--- src/rtl/wlk_pkg.sv ---
// Package: shared types and constants for the page table walker.
// Assumes 32-bit descriptors with the type code in bits 1:0.
package wlk_pkg;

    localparam int DESC_W    = 32;
    localparam int PTR_SHIFT = 4;
    localparam int BIT_REF   = 5;
    localparam int BIT_MOD   = 6;

    localparam logic [DESC_W-1:0] PTR_MASK = ~32'h0000_000F;

    localparam logic [1:0] TY_INVALID = 2'd0;
    localparam logic [1:0] TY_TABLE   = 2'd1;
    localparam logic [1:0] TY_LEAF    = 2'd2;
    localparam logic [1:0] TY_RSVD    = 2'd3;

    localparam logic [1:0] FC_NONE     = 2'd0;
    localparam logic [1:0] FC_INVALID  = 2'd1;
    localparam logic [1:0] FC_RESERVED = 2'd2;
    localparam logic [1:0] FC_DEPTH    = 2'd3;

    localparam logic [1:0] LAST_LVL = 2'd3;

    typedef enum logic [2:0] {
        ST_IDLE,
        ST_RD_REQ,
        ST_RD_WAIT,
        ST_WR_REQ,
        ST_DONE
    } walk_state_e;

    typedef enum logic [1:0] {
        DK_DESCEND,
        DK_LEAF,
        DK_FAULT
    } desc_kind_e;

endpackage

--- src/rtl/pt_walk_addr.sv ---
// Address generator: forms the byte address of the descriptor to read at
// the current level. Level 0 indexes the context table by context number;
// levels 1..3 index the current table by a slice of the virtual page number.
// Assumes the base is already a byte address and entries are 4 bytes.
module pt_walk_addr #(
    parameter int PA_W    = 36,
    parameter int CTX_W   = 8,
    parameter int L1_BITS = 8,
    parameter int L2_BITS = 6,
    parameter int L3_BITS = 6,
    localparam int VPN_W  = L1_BITS + L2_BITS + L3_BITS
) (
    input  logic [1:0]       lvl,
    input  logic [PA_W-1:0]  base,
    input  logic [VPN_W-1:0] vpn,
    input  logic [CTX_W-1:0] ctx,
    output logic [PA_W-1:0]  addr
);
    localparam int L2_LSB = L3_BITS;
    localparam int L1_LSB = L3_BITS + L2_BITS;

    logic [PA_W-1:0] idx;

    // Select the table index for the current level and scale it to bytes.
    always_comb begin
        case (lvl)
            2'd0:    idx = PA_W'(ctx);
            2'd1:    idx = PA_W'(vpn[L1_LSB +: L1_BITS]);
            2'd2:    idx = PA_W'(vpn[L2_LSB +: L2_BITS]);
            default: idx = PA_W'(vpn[0 +: L3_BITS]);
        endcase
        addr = base + (idx << 2);
    end
endmodule

--- src/rtl/pt_walk_decode.sv ---
// Descriptor decoder: classifies a fetched word as descend, leaf or fault,
// gives the fault code, the next table base and the updated leaf value with
// referenced/modified set as needed. Purely combinational.
module pt_walk_decode
    import wlk_pkg::*;
#(
    parameter int PA_W = 36
) (
    input  logic [DESC_W-1:0] desc,
    input  logic [1:0]        lvl,
    input  logic              is_write,
    output desc_kind_e        kind,
    output logic [1:0]        fcode,
    output logic              need_wb,
    output logic [DESC_W-1:0] upd,
    output logic [PA_W-1:0]   next_base
);
    // Type code decides whether the walk continues, terminates or faults.
    always_comb begin
        kind  = DK_FAULT;
        fcode = FC_INVALID;
        case (desc[1:0])
            TY_TABLE: begin
                if (lvl == LAST_LVL) begin
                    fcode = FC_DEPTH;
                end else begin
                    kind  = DK_DESCEND;
                    fcode = FC_NONE;
                end
            end
            TY_LEAF: begin
                kind  = DK_LEAF;
                fcode = FC_NONE;
            end
            TY_RSVD:  fcode = FC_RESERVED;
            default:  fcode = FC_INVALID;
        endcase
    end

    // Leaf update and pointer expansion.
    always_comb begin
        upd = desc;
        upd[BIT_REF] = 1'b1;
        if (is_write) upd[BIT_MOD] = 1'b1;
        need_wb   = (kind == DK_LEAF) && (upd != desc);
        next_base = PA_W'(desc & PTR_MASK) << PTR_SHIFT;
    end
endmodule

--- src/rtl/pt_walker.sv ---
// Page table walker top: accepts one request at a time, reads the context
// slot and up to three table levels over a valid/ready read port, writes
// back a leaf whose referenced/modified bits need setting, then pulses done
// with the result. Assumes the read data returns one or more cycles after
// the read request handshake and that tables are 256-byte aligned.
module pt_walker
    import wlk_pkg::*;
#(
    parameter int CTX_W      = 8,
    parameter int PA_W       = 36,
    parameter int L1_BITS    = 8,
    parameter int L2_BITS    = 6,
    parameter int L3_BITS    = 6,
    parameter int PAGE_SHIFT = 12,
    localparam int VA_W      = PAGE_SHIFT + L3_BITS + L2_BITS + L1_BITS
) (
    input  logic              clk,
    input  logic              rst_n,
    input  logic              req_valid,
    input  logic [VA_W-1:0]   req_vaddr,
    input  logic              req_write,
    output logic              busy,
    input  logic [DESC_W-1:0] ctx_table_ptr,
    input  logic [CTX_W-1:0]  ctx_num,
    output logic              rd_valid,
    input  logic              rd_ready,
    output logic [PA_W-1:0]   rd_addr,
    input  logic              rd_rvalid,
    input  logic [DESC_W-1:0] rd_rdata,
    output logic              wr_valid,
    input  logic              wr_ready,
    output logic [PA_W-1:0]   wr_addr,
    output logic [DESC_W-1:0] wr_data,
    output logic              done,
    output logic [DESC_W-1:0] res_entry,
    output logic [1:0]        res_level,
    output logic              res_fault,
    output logic [1:0]        res_fault_code,
    output logic [VA_W-1:0]   res_fault_vaddr
);
    walk_state_e       state;
    logic [1:0]        lvl;
    logic [PA_W-1:0]   base_q;
    logic [PA_W-1:0]   addr_q;
    logic [VA_W-1:0]   vaddr_q;
    logic              write_q;
    logic [CTX_W-1:0]  ctx_q;
    logic [DESC_W-1:0] entry_q;
    logic [1:0]        level_q;
    logic              fault_q;
    logic [1:0]        code_q;

    desc_kind_e        kind;
    logic [1:0]        fcode;
    logic              need_wb;
    logic [DESC_W-1:0] upd;
    logic [PA_W-1:0]   next_base;

    pt_walk_addr #(
        .PA_W    (PA_W),
        .CTX_W   (CTX_W),
        .L1_BITS (L1_BITS),
        .L2_BITS (L2_BITS),
        .L3_BITS (L3_BITS)
    ) u_addr (
        .lvl  (lvl),
        .base (base_q),
        .vpn  (vaddr_q[VA_W-1:PAGE_SHIFT]),
        .ctx  (ctx_q),
        .addr (rd_addr)
    );

    pt_walk_decode #(
        .PA_W (PA_W)
    ) u_dec (
        .desc      (rd_rdata),
        .lvl       (lvl),
        .is_write  (write_q),
        .kind      (kind),
        .fcode     (fcode),
        .need_wb   (need_wb),
        .upd       (upd),
        .next_base (next_base)
    );

    // Walk sequencer: request capture, per-level read, write-back, completion.
    always_ff @(posedge clk) begin
        if (!rst_n) begin
            state   <= ST_IDLE;
            lvl     <= 2'd0;
            base_q  <= '0;
            addr_q  <= '0;
            vaddr_q <= '0;
            write_q <= 1'b0;
            ctx_q   <= '0;
            entry_q <= '0;
            level_q <= 2'd0;
            fault_q <= 1'b0;
            code_q  <= FC_NONE;
        end else begin
            case (state)
                ST_IDLE: begin
                    if (req_valid) begin
                        vaddr_q <= req_vaddr;
                        write_q <= req_write;
                        ctx_q   <= ctx_num;
                        base_q  <= PA_W'(ctx_table_ptr & PTR_MASK) << PTR_SHIFT;
                        lvl     <= 2'd0;
                        state   <= ST_RD_REQ;
                    end
                end
                ST_RD_REQ: begin
                    if (rd_ready) begin
                        addr_q <= rd_addr;
                        state  <= ST_RD_WAIT;
                    end
                end
                ST_RD_WAIT: begin
                    if (rd_rvalid) begin
                        level_q <= lvl;
                        code_q  <= fcode;
                        case (kind)
                            DK_DESCEND: begin
                                base_q <= next_base;
                                lvl    <= lvl + 2'd1;
                                state  <= ST_RD_REQ;
                            end
                            DK_LEAF: begin
                                entry_q <= upd;
                                fault_q <= 1'b0;
                                state   <= need_wb ? ST_WR_REQ : ST_DONE;
                            end
                            default: begin
                                entry_q <= rd_rdata;
                                fault_q <= 1'b1;
                                state   <= ST_DONE;
                            end
                        endcase
                    end
                end
                ST_WR_REQ: begin
                    if (wr_ready) state <= ST_DONE;
                end
                default: state <= ST_IDLE;
            endcase
        end
    end

    // Port drive from state and result registers.
    always_comb begin
        busy            = (state != ST_IDLE);
        rd_valid        = (state == ST_RD_REQ);
        wr_valid        = (state == ST_WR_REQ);
        wr_addr         = addr_q;
        wr_data         = entry_q;
        done            = (state == ST_DONE);
        res_entry       = entry_q;
        res_level       = level_q;
        res_fault       = fault_q;
        res_fault_code  = code_q;
        res_fault_vaddr = vaddr_q;
    end
endmodule

--- config.mk ---
export PLATFORM = sky130hd
export DESIGN_NAME = pt_walker
export DESIGN_NICKNAME = d
export VERILOG_FILES = /design/src/rtl/wlk_pkg.sv /design/src/rtl/pt_walk_addr.sv /design/src/rtl/pt_walk_decode.sv /design/src/rtl/pt_walker.sv
export SDC_FILE = /design/constraint.sdc
export NUM_CORES = 1
export LEC_CHECK = 0
export ABC_AREA = 1
export CAP_MARGIN = 15
export CORE_AREA = 2 2 113 115
export DETAILED_ROUTE_END_ITERATION = 10
export DIE_AREA = 0 0 115 117
export DONT_BUFFER_PORTS = 1
export PLACE_DENSITY = 0.72
export SLEW_MARGIN = 20
export SYNTH_ARGS = -nofsm -noshare
export SYNTH_HDL_FRONTEND = slang
export SYNTH_SLANG_ARGS = --single-unit
--- constraint.sdc ---
create_clock -name clk -period 4.55 [get_ports clk]
set_clock_uncertainty 0.05 [all_clocks]
set_input_delay 0.2275 -clock clk [delete_from_list [all_inputs] [get_ports clk]]
set_output_delay 0.2275 -clock clk [all_outputs]
set_load 0.02 [all_outputs]
==> impl_results.md, run 1 <==
* Worst R2R Path Depth at 10
* CTS tree: built
* GP Congestion at around 0.9
* Antenna Nets Post-Route at 0
* Mapped Cells at roughly 1100
* WL/cell at approximately 16 um
* Post-Synth Adder-Cell Area at 0.0133
* Compound-Gate Fraction of Synth Area at 0.136
* F_max at 290 MHz
* Cell Count, Final, Fillers Out at around 1300
* Layout cells sized above 1 at 0.0401
* Initial drt markers at 422
* Synthesized area per cell at around 6.4 um2
* Max rail drop VDD at 0.228 mV
* Yosys top cell area share at 0.406
* # diodes at 0
* Reg2reg start: state[2]
* Largest family of logic cells by synthesized area: simple AND/OR/NAND/NOR gates
* RSZ-0062 raised after global routing: false
* Netlist cell types at 30
* Worst-margin pin slew at 1040 ps
* Final layout net count at 1254
* Initial Util at 0.580
* Count of final hold-check violations at 0
* Post-synthesis xor/xnor area fraction at 0.00981
* Setup TNS at 0 ps
* Reg2Reg Capture Point: base_q[19]
* Critical Path RT at about 4300 ps
* CTS sink cnt at 145
* Reg clk slew, reported paths at 60 ps
* Pre-CTS setup slack at 1410 ps
* Fill cell count at 1063
* DIE AREA at about 13000 um2
* Worst-path maximum fanout at 7
* TritonRoute pass-1 iters at 7
* Setup CP Type: reg -> out
* CTS Buf Count at 17
* Routed wire length at between 20000 and 25000 um
* Status: finished clean
* Post-synthesis mux area share at 0
* Vias after detailed routing at 6780
* First-pass GRT wire length at approximately 31000 um
* Top cells by area, synth: dfxtp_1 41%, nand2_1 14%, nor2_1 11%
* Final setup violation count at 0
* Most frequent cells in the layout: 274 x nand2_1, 211 x nor2_1, 145 x dfxtp_1, 143 x inv_1, 107 x o21ai_0
* Area growth syn-to-layout at 17.3%
* Cts repair resizes at 0
* Post-layout util at 0.680
* DRC Markers at 0
* Origin of the worst min-delay path: req_vaddr[27]
* Lkg Pwr at around 4 nW
* Post-synth EDFFs at 0
* Pwr per Cell Area at roughly 520 nW/um2
* Sequential area share after synthesis at 0.406
* Final WS setup at between 1000 and 1500 ps
* Io pins at between 200 and 300
* Crit path capture type: primary output
* Post-Synth Simple-Gate Area at 0.289
* Dpl cells at between 1000 and 1500
* Number of global-route vias before repair at between 6000 and 7000
* Crit share post-route at 0.757
* Mapped Area at 7140 um2
* Largest net degree at the start of global routing at around 110
* Via/cell ratio at 5.22
* Max-cap violation count at 0
* Port bufs at 0
* Hold-fix buffers, CTS at 86
* Core footprint at roughly 12000 um2
* CTS root buf: clkbuf_16
* Setup bufs post-CTS at 0
* Longest Clk Path Bufs at 2
* Commonest non-fill, non-tap cell in the layout: nand2_1
* Synth area leader: dfxtp_1
* Critical Path Start Type: flop
* Chip width at roughly 120 um
* Worst-Skew Late Latency at roughly 420 ps
* Slew Viols, Final at 0
* Hold depth at 2
* DIE HEIGHT at 117 um
* Worst Hold Class: in -> reg
* Total gr overflow at 0
* Synth Warn # at 0
* Post-route minimum period at between 3000 and 4000 ps
* Tot GR Track Use at 0.297
* Antenna violations before repair at 0
* Most frequently used flop master after synthesis: dfxtp_1
* H-tree Lvls at 4
* DP HPWL at about 13000 um
* Reg-to-reg slack, setup at 1380 ps
* Flops & latches, synth at 145
* Post-synthesis async set-or-reset flop share at 0
* Hold Crit Endpoint: res_fault_vaddr[27]
* Max_slew headroom at 0.307
* Num rows at about 40
* Critical path arrival at 3170 ps
## synthesized netlist by cell type (all sizes together), types with 6 or more instances
cell type,instances
ha,6
dfxtp,145
nor2,215
buf,56
o21ai,115
xnor2,6
a21oi,58
clkbuf,30
nand3,28
inv,147
nand2,275
o22ai,13
## area by class of cell
class	count	area, um2	share of cell area
clock buffer	22	464	0.0554
clock inverter	9	131	0.0157
timing repair buffer	91	916	0.109
tap	150	188	0.0224
multi-input combinational	734	3220	0.385
inverter	147	552	0.0659
sequential	145	2900	0.347
## critical path, stage by stage (launching register included)
cell and delay [ps]:
dfxtp_1 340, inv_1 130, ha_1 180, inv_1 130, o22ai_1 170, nand2_1 120, fa_1 470, inv_1 160
nand3_1 180, nor2_1 290, xor2_1 590
## state kept, by name, indices dropped and copies added (netlist names), 3 cells and up
signal and flops:
ctx_q 8, state 3, base_q 28, res_fault_vaddr 32, wr_addr 34, res_entry 32
## metrics by stage
step	power [mW]	instance area, um2	hold WS [ps]
after detailed placement	2.91	6900	314
after CTS	4.39	8380	9.78
final	4.39	8380	22.9
after floorplan	2.69	7150	298
after global placement	2.88	6900	313
after global routing	4.63	8380	18.4
## worst max-delay path by stage
stage,slack [ps],start,depth (start not counted),end
after floorplan,1920,lvl[0],11,wr_addr[14]
after global placement,1440,state[2],10,base_q[19]
final,1100,lvl[0],10,rd_addr[14]
after CTS,1090,lvl[0],11,rd_addr[14]
after detailed placement,1410,state[2],10,base_q[19]
after global routing,860,lvl[0],12,rd_addr[16]
## power breakdown
| part | total [mW] | internal (mW) | switching (mW) |
|---|---|---|---|
| Clock | 1.42 | 0.889 | 0.529 |
| Sequential | 1.86 | 1.48 | 0.374 |
| Combinational | 1.11 | 0.341 | 0.772 |
## layer usage
layer	vias to the layer above	global-route usage	wire, um
met3	49	0.0736	1690
met5	-	0	0
met1	2993	0.361	8670
li1	3424	-	-
met4	0	0.133	649
met2	314	0.502	9450
## kinds of logic after synthesis
group	after synthesis
xor+xnor	8
simple gates	527
compound gates	188
flops	145
buf+inv	233
fa+ha+maj	7
other cells	1
No activity file was read; power rests on OpenSTA's default activity.
==> inputs of run 2 (changes only) <==
==> constraint.sdc (replaced) <==
create_clock -name clk -period 3.2 [get_ports clk]
set_clock_uncertainty 0.05 [all_clocks]
set_input_delay 0.16 -clock clk [delete_from_list [all_inputs] [get_ports clk]]
set_output_delay 0.16 -clock clk [all_outputs]
set_load 0.02 [all_outputs]
==> run 2 against run 1 <==
Clock power grew 43%. Die area is the same. Worst hold slack lost 11 ps. Power grew 44%. Critical path type unchanged. Design area grew 3.2%.
==> impl_results.md, run 2 (same netlist as run 1, synthesis figures left out) <==
* Chip width at 115 um (unchanged)
* Initial drt markers at 428 (+1.4%)
* DRC Markers at 0 (unchanged)
* Reg clk slew, reported paths at 60 ps (about the same)
* H-tree Lvls at 4 (unchanged)
* WL/cell at 15.8 um (+0.57%)
* DIE AREA at 13500 um2 (unchanged)
* Via/cell ratio at 5.25 (+0.53%)
* # diodes at 0 (unchanged)
* Routed wire length at 21000 um (+2.4%)
* Worst-Skew Late Latency at 430 ps (about the same)
* Status: finished clean
* Area growth syn-to-layout at 20.9%
* Max rail drop VDD at 0.430 mV (+89%)
* Worst-path maximum fanout at 4 (-3)
* Met1 usage at 0.360 (-0.000915)
* RSZ-0062 raised after global routing: true
* Crit path capture type: primary output
* Number of global-route vias before repair at 6518 (+2.6%)
* Crit-path slowest cell: fa_1
* Layout cells sized above 1 at 0.0580 (+0.0180)
* Met3 usage at 0.103 (+0.0294)
* Longest Clk Path Bufs at 2 (unchanged)
* Max-cap violation count at 0 (unchanged)
* Final layout net count at 1277 (+1.8%)
* CTS root buf: clkbuf_16
* Setup CP Type: reg -> out
* GP Congestion at 0.891 (-0.45%)
* TritonRoute pass-1 iters at 5 (-2)
* F_max at 335 MHz
* Post-layout util at 0.702 (+0.0214)
* Most frequent cells in the layout: 269 x nand2_1, 208 x nor2_1, 145 x dfxtp_1, 140 x inv_1, 106 x o21ai_0
* Global routing's busiest layer: met2
* Worst-margin pin slew at 1000 ps (-36.2 ps)
* Critical path arrival at 2770 ps (-400 ps)
* Max_slew headroom at 0.331 (+0.0242)
* Final setup violation count at 0 (unchanged)
* Initial Util at 0.580 (unchanged)
* Crit path max-delay family: adder cells
* Vias after detailed routing at 6942 (+2.4%)
* Critical Path RT at 2990 ps (-1280 ps)
* Buf/Inv on CP at 4 (+1)
* Worst Hold Class: in -> reg
* DIE HEIGHT at 117 um (unchanged)
* Grt met2 use at 0.508 (+0.00588)
* Slew Viols, Final at 0 (unchanged)
* CTS sink cnt at 145 (unchanged)
* CP max stage delay at 430 ps (-160 ps)
* Commonest non-fill, non-tap cell in the layout: nand2_1
* Antenna violations before repair at 0 (unchanged)
* Io pins at 288 (unchanged)
* Max reg flops at 34 (unchanged)
* Num rows at 41 (unchanged)
* Overall Power at 6.33 mW (+44%)
* Register area at 2900 um2 (unchanged)
* Antenna Nets Post-Route at 0 (unchanged)
* Pwr per Cell Area at 733 nW/um2 (+40%)
* CTS Buf Count at 17 (unchanged)
* First-pass GRT wire length at 32000 um (+2.2%)
* Lkg Pwr at 4.08 nW (+1.9%)
* Count of final hold-check violations at 0 (unchanged)
* CTS tree: built
* Area of the multi-input gates at 3260 um2 (+1.3%)
* Crit share post-route at 0.932
* Core footprint at 12300 um2 (unchanged)
* Crit path top cell by count: inv_1
* Post-route minimum period at between 2000 and 3000 ps
* CP Cell Sequence: inv_1 > ha_1 > nand2_1 > a21oi_1 > ha_1 > inv_1 > fa_1 > inv_2 > nand3_2 > inv_1 > nand2_2 > o21ai_1 > nand2_2
* Tot GR Track Use at 0.304 (+0.00690)
* Fill cell count at 1019 (-4.1%)
* Largest net degree at the start of global routing at 114 (+8.6%)
* Port bufs at 0 (unchanged)
* DP HPWL at 13600 um (+1.2%)
* Total gr overflow at 0 (unchanged)
* Critical Path Start Type: flop
==> run 2: path summary, 6_finish.rpt <==
| path | start | cells past startpoint | slack [ps] | end |
|---|---|---|---|---|
| worst max register to register | lvl[0] | 10 | 400 | res_entry[25] |
| worst min register to register | ctx_q[0] | 2 | 400 | ctx_q[0] |
| worst min-delay path | rd_rvalid | 3 | 10 | res_fault_code[1] |
| worst max-delay path | lvl[1] | 13 | 220 | rd_addr[24] |
==> run 2: repair_timing <==
item,CTS,global route
endpoints found under the setup margin,2,16
gates cloned,0,0
gates resized for setup,5,11
pin swaps,1,1
endpoints found under the hold margin,122,0
hold buffers,102,0
setup buffers,0,0
==> run 2: layer usage <==
layer	routed length (um)	part of all wire	vias to the layer above
met2	9760	0.47	351
met3	1940	0.093	46
li1	-	-	3475
met4	630	0.030	0
met5	0	0	-
met1	8620	0.41	3070
==> run 2: layout make-up <==
type                            instances  share of cell area
Clock buffer                           20              0.0517
Clock inverter                         12              0.0182
Inverter                              147              0.0639
Multi-Input combinational cell        734               0.378
Sequential cell                       145               0.336
Tap cell                              150              0.0217
Timing Repair Buffer                  114               0.131
==> run 2: worst min-delay path: stages <==
cell	delay [ps]
inv_1	40
o21ai_0	170
a21oi_1	70
==> run 2: metrics by stage <==
step / TNS, ps / hold WS (ps) / worst slack, ps / cell area (um2) / std cells
4_1_cts: 0 / 2.08 / 6.74 / 8610 / 1322
3_3_place_gp: 0 / 239 / 434 / 6950 / 1188
3_5_place_dp: 0 / 251 / 380 / 6950 / 1188
2_1_floorplan: 0 / 231 / 571 / 7150 / 1112
5_1_grt: -12.0 / 41.3 / -12.0 / 8640 / 1322
6_report: 0 / 12.1 / 218 / 8640 / 1322
==> run 2: report_power, final <==
part           internal (mW)  switching, mW  leakage (nW)
registers               2.11          0.544          1.19
clock network           1.25          0.779         0.287
logic                  0.536           1.12          2.60
total                   3.89           2.44          4.08
==> inputs of run 3 (changes only) <==
--- a/config.mk
+++ b/config.mk
@@ -8,10 +8,12 @@
 export ABC_AREA = 1
 export CAP_MARGIN = 15
 export CORE_AREA = 2 2 113 115
+export CTS_BUF_LIST = sky130_fd_sc_hd__clkbuf_16
 export DETAILED_ROUTE_END_ITERATION = 10
 export DIE_AREA = 0 0 115 117
 export DONT_BUFFER_PORTS = 1
 export PLACE_DENSITY = 0.72
+export SETUP_SLACK_MARGIN = 0.3
 export SLEW_MARGIN = 20
 export SYNTH_ARGS = -nofsm -noshare
 export SYNTH_HDL_FRONTEND = slang
==> run 3 against run 2 <==
Sequential power hardly changed. Power increased by 0.46%. Cell count rose by 0.45%. Via count increased by 0.76%. Register-to-register slack improved by 50 ps. Design area rose by 1.3%. Clock power about the same. Critical path type unchanged. Largest power group unchanged.
==> impl_results.md, run 3 (same netlist as run 1, synthesis figures left out) <==
* Status: finished clean
* First-pass GRT wire length at 32100 um (+0.50%)
* Critical Path RT at 2990 ps (about the same)
* Worst-margin pin slew at 764 ps (-238 ps)
* Worst-Skew Late Latency at 430 ps (about the same)
* Post-layout util at 0.711 (+0.00904)
* Worst-path maximum fanout at 4 (unchanged)
* Antenna violations before repair at 0 (unchanged)
* DIE AREA at 13500 um2 (unchanged)
* Crit path capture type: primary output
* RSZ-0062 raised after global routing: true
* F_max at 355 MHz (+5.7%)
* Initial Util at 0.580 (unchanged)
* Max reg flops at 34 (unchanged)
* Core footprint at 12300 um2 (unchanged)
* Final layout net count at 1283 (+0.47%)
* Setup TNS at 0 ps (unchanged)
* Lkg Pwr at 4.12 nW (+1.0%)
* CTS Buf Count at 17 (unchanged)
* Fill cell count at 998 (-2.1%)
* Largest net degree at the start of global routing at 114 (unchanged)
* Count of final hold-check violations at 0 (unchanged)
* Io pins at 288 (unchanged)
* Critical Path Start Type: flop
* Total gr overflow at 0 (unchanged)
* # diodes at 0 (unchanged)
* Max_slew headroom at 0.487 (+0.156)
* Via/cell ratio at 5.27 (+0.31%)
* Max-cap violation count at 0 (unchanged)
* Final WS setup at 380 ps (+162 ps)
* H-tree Lvls at 4 (unchanged)
* Pre-CTS setup slack at 380 ps (unchanged)
* Tot GR Track Use at 0.306 (+0.00176)
* Commonest non-fill, non-tap cell in the layout: nand2_1
* Crit share post-route at 0.881 (-0.0506)
* Antenna Nets Post-Route at 0 (unchanged)
* CTS root buf: clkbuf_16
* DP Area at 6950 um2 (unchanged)
* Critical path arrival at 2610 ps (-160 ps)
* DP HPWL at 13600 um (unchanged)
* DRC Markers at 0 (unchanged)
* Worst Hold Class: in -> reg
* Routed wire length at 21200 um (+1.2%)
* Longest Clk Path Bufs at 2 (unchanged)
* CTS tree: built
* GP Congestion at 0.891 (unchanged)
* Num rows at 41 (unchanged)
* Chip width at 115 um (unchanged)
* Number of global-route vias before repair at 6540 (+0.34%)
* Final setup violation count at 0 (unchanged)
* Port bufs at 0 (unchanged)
* DIE HEIGHT at 117 um (unchanged)
* WL/cell at 16.0 um (+0.77%)
* CTS sink cnt at 145 (unchanged)
* Post-route minimum period at 2820 ps (-162 ps)
* Design area at 8750 um2 (+1.3%)
* Slew Viols, Final at 0 (unchanged)
* Most frequent cells in the layout: 263 x nand2_1, 207 x nor2_1, 143 x dfxtp_1, 136 x inv_1, 105 x o21ai_0
* Max rail drop VDD at 0.442 mV (+2.9%)
* Layout cells sized above 1 at 0.0789 (+0.0209)
* TritonRoute pass-1 iters at 7 (+2)
* Area growth syn-to-layout at 22.5%
* Reg clk slew, reported paths at 60 ps (about the same)
* Setup CP Type: reg -> out
* Pwr per Cell Area at 727 nW/um2 (-0.82%)
* Initial drt markers at 428 (unchanged)
* Vias after detailed routing at 6995 (+0.76%)
-- run 3: cell types whose count changed in the layout (fill, tap and decap cells not counted), sizes merged --
cell and change:
clkinv +1, clkbuf -3, buf +5, inv +1, clkinvlp +2
-- run 3: metrics by stage --
stage	power [mW]	std cells	hold WS, ps
after floorplan	3.83	1112	231
after global placement	4.13	1188	239
after detailed placement	4.16	1188	251
after CTS	6.30	1323	2.08
after global routing	6.72	1328	40.4
final	6.36	1328	12.3
-- run 3: cell type report --
type	count	area [um2]	area share
sequential	145	2910	0.332
inverter	147	558	0.0638
clock inverter	15	169	0.0193
timing repair inverter	1	5.00	0.000572
clock buffer	17	425	0.0486
multi-input combinational	734	3330	0.380
timing repair buffer	119	1170	0.134
tap	150	188	0.0214
-- run 3: worst max-delay path: stages, from the launching register on --
cell and delay [ps]:
dfxtp_4 360, inv_4 80, ha_4 140, nand2_2 50, a21oi_2 140, ha_2 210
inv_2 50, fa_2 410, inv_2 100, nand3_4 100, nor2_4 190, xor2_2 220
buf_6 150
-- run 3: final timing paths --
| check | startpoint | end | slack, ps | depth (start not counted) |
|---|---|---|---|---|
| max | lvl[1] | rd_addr[14] | 380 | 12 |
| min | ctx_table_ptr[5] | base_q[9] | 10 | 6 |
| max reg2reg | lvl[0] | res_entry[5] | 450 | 11 |
| min reg2reg | ctx_q[0] | ctx_q[0] | 400 | 2 |
-- run 3: where the power goes --
| group | internal [mW] | switching (mW) |
|---|---|---|
| Sequential | 2.11 | 0.549 |
| Clock | 1.22 | 0.779 |
| Combinational | 0.566 | 1.14 |
| Total | 3.89 | 2.47 |
-- run 3: routing by layer --
metal / track usage / up-vias / part of all wire
li1: - / 3491 / -
met1: 0.362 / 3082 / 0.40
met2: 0.513 / 368 / 0.47
met3: 0.101 / 54 / 0.098
met4: 0.129 / 0 / 0.032
met5: 0 / - / 0
-- run 3: repair_timing --
| item | 4_1_cts | 5_1_grt |
|---|---|---|
| cloned | 0 | 1 |
| gates resized for setup | 21 | 23 |
| setup buffers | 1 | 4 |
| endpoints found under the setup margin | 17 | 27 |
| endpoints found under the hold margin | 122 | 0 |
| hold buffers | 102 | 0 |
| pin swaps | 1 | 5 |
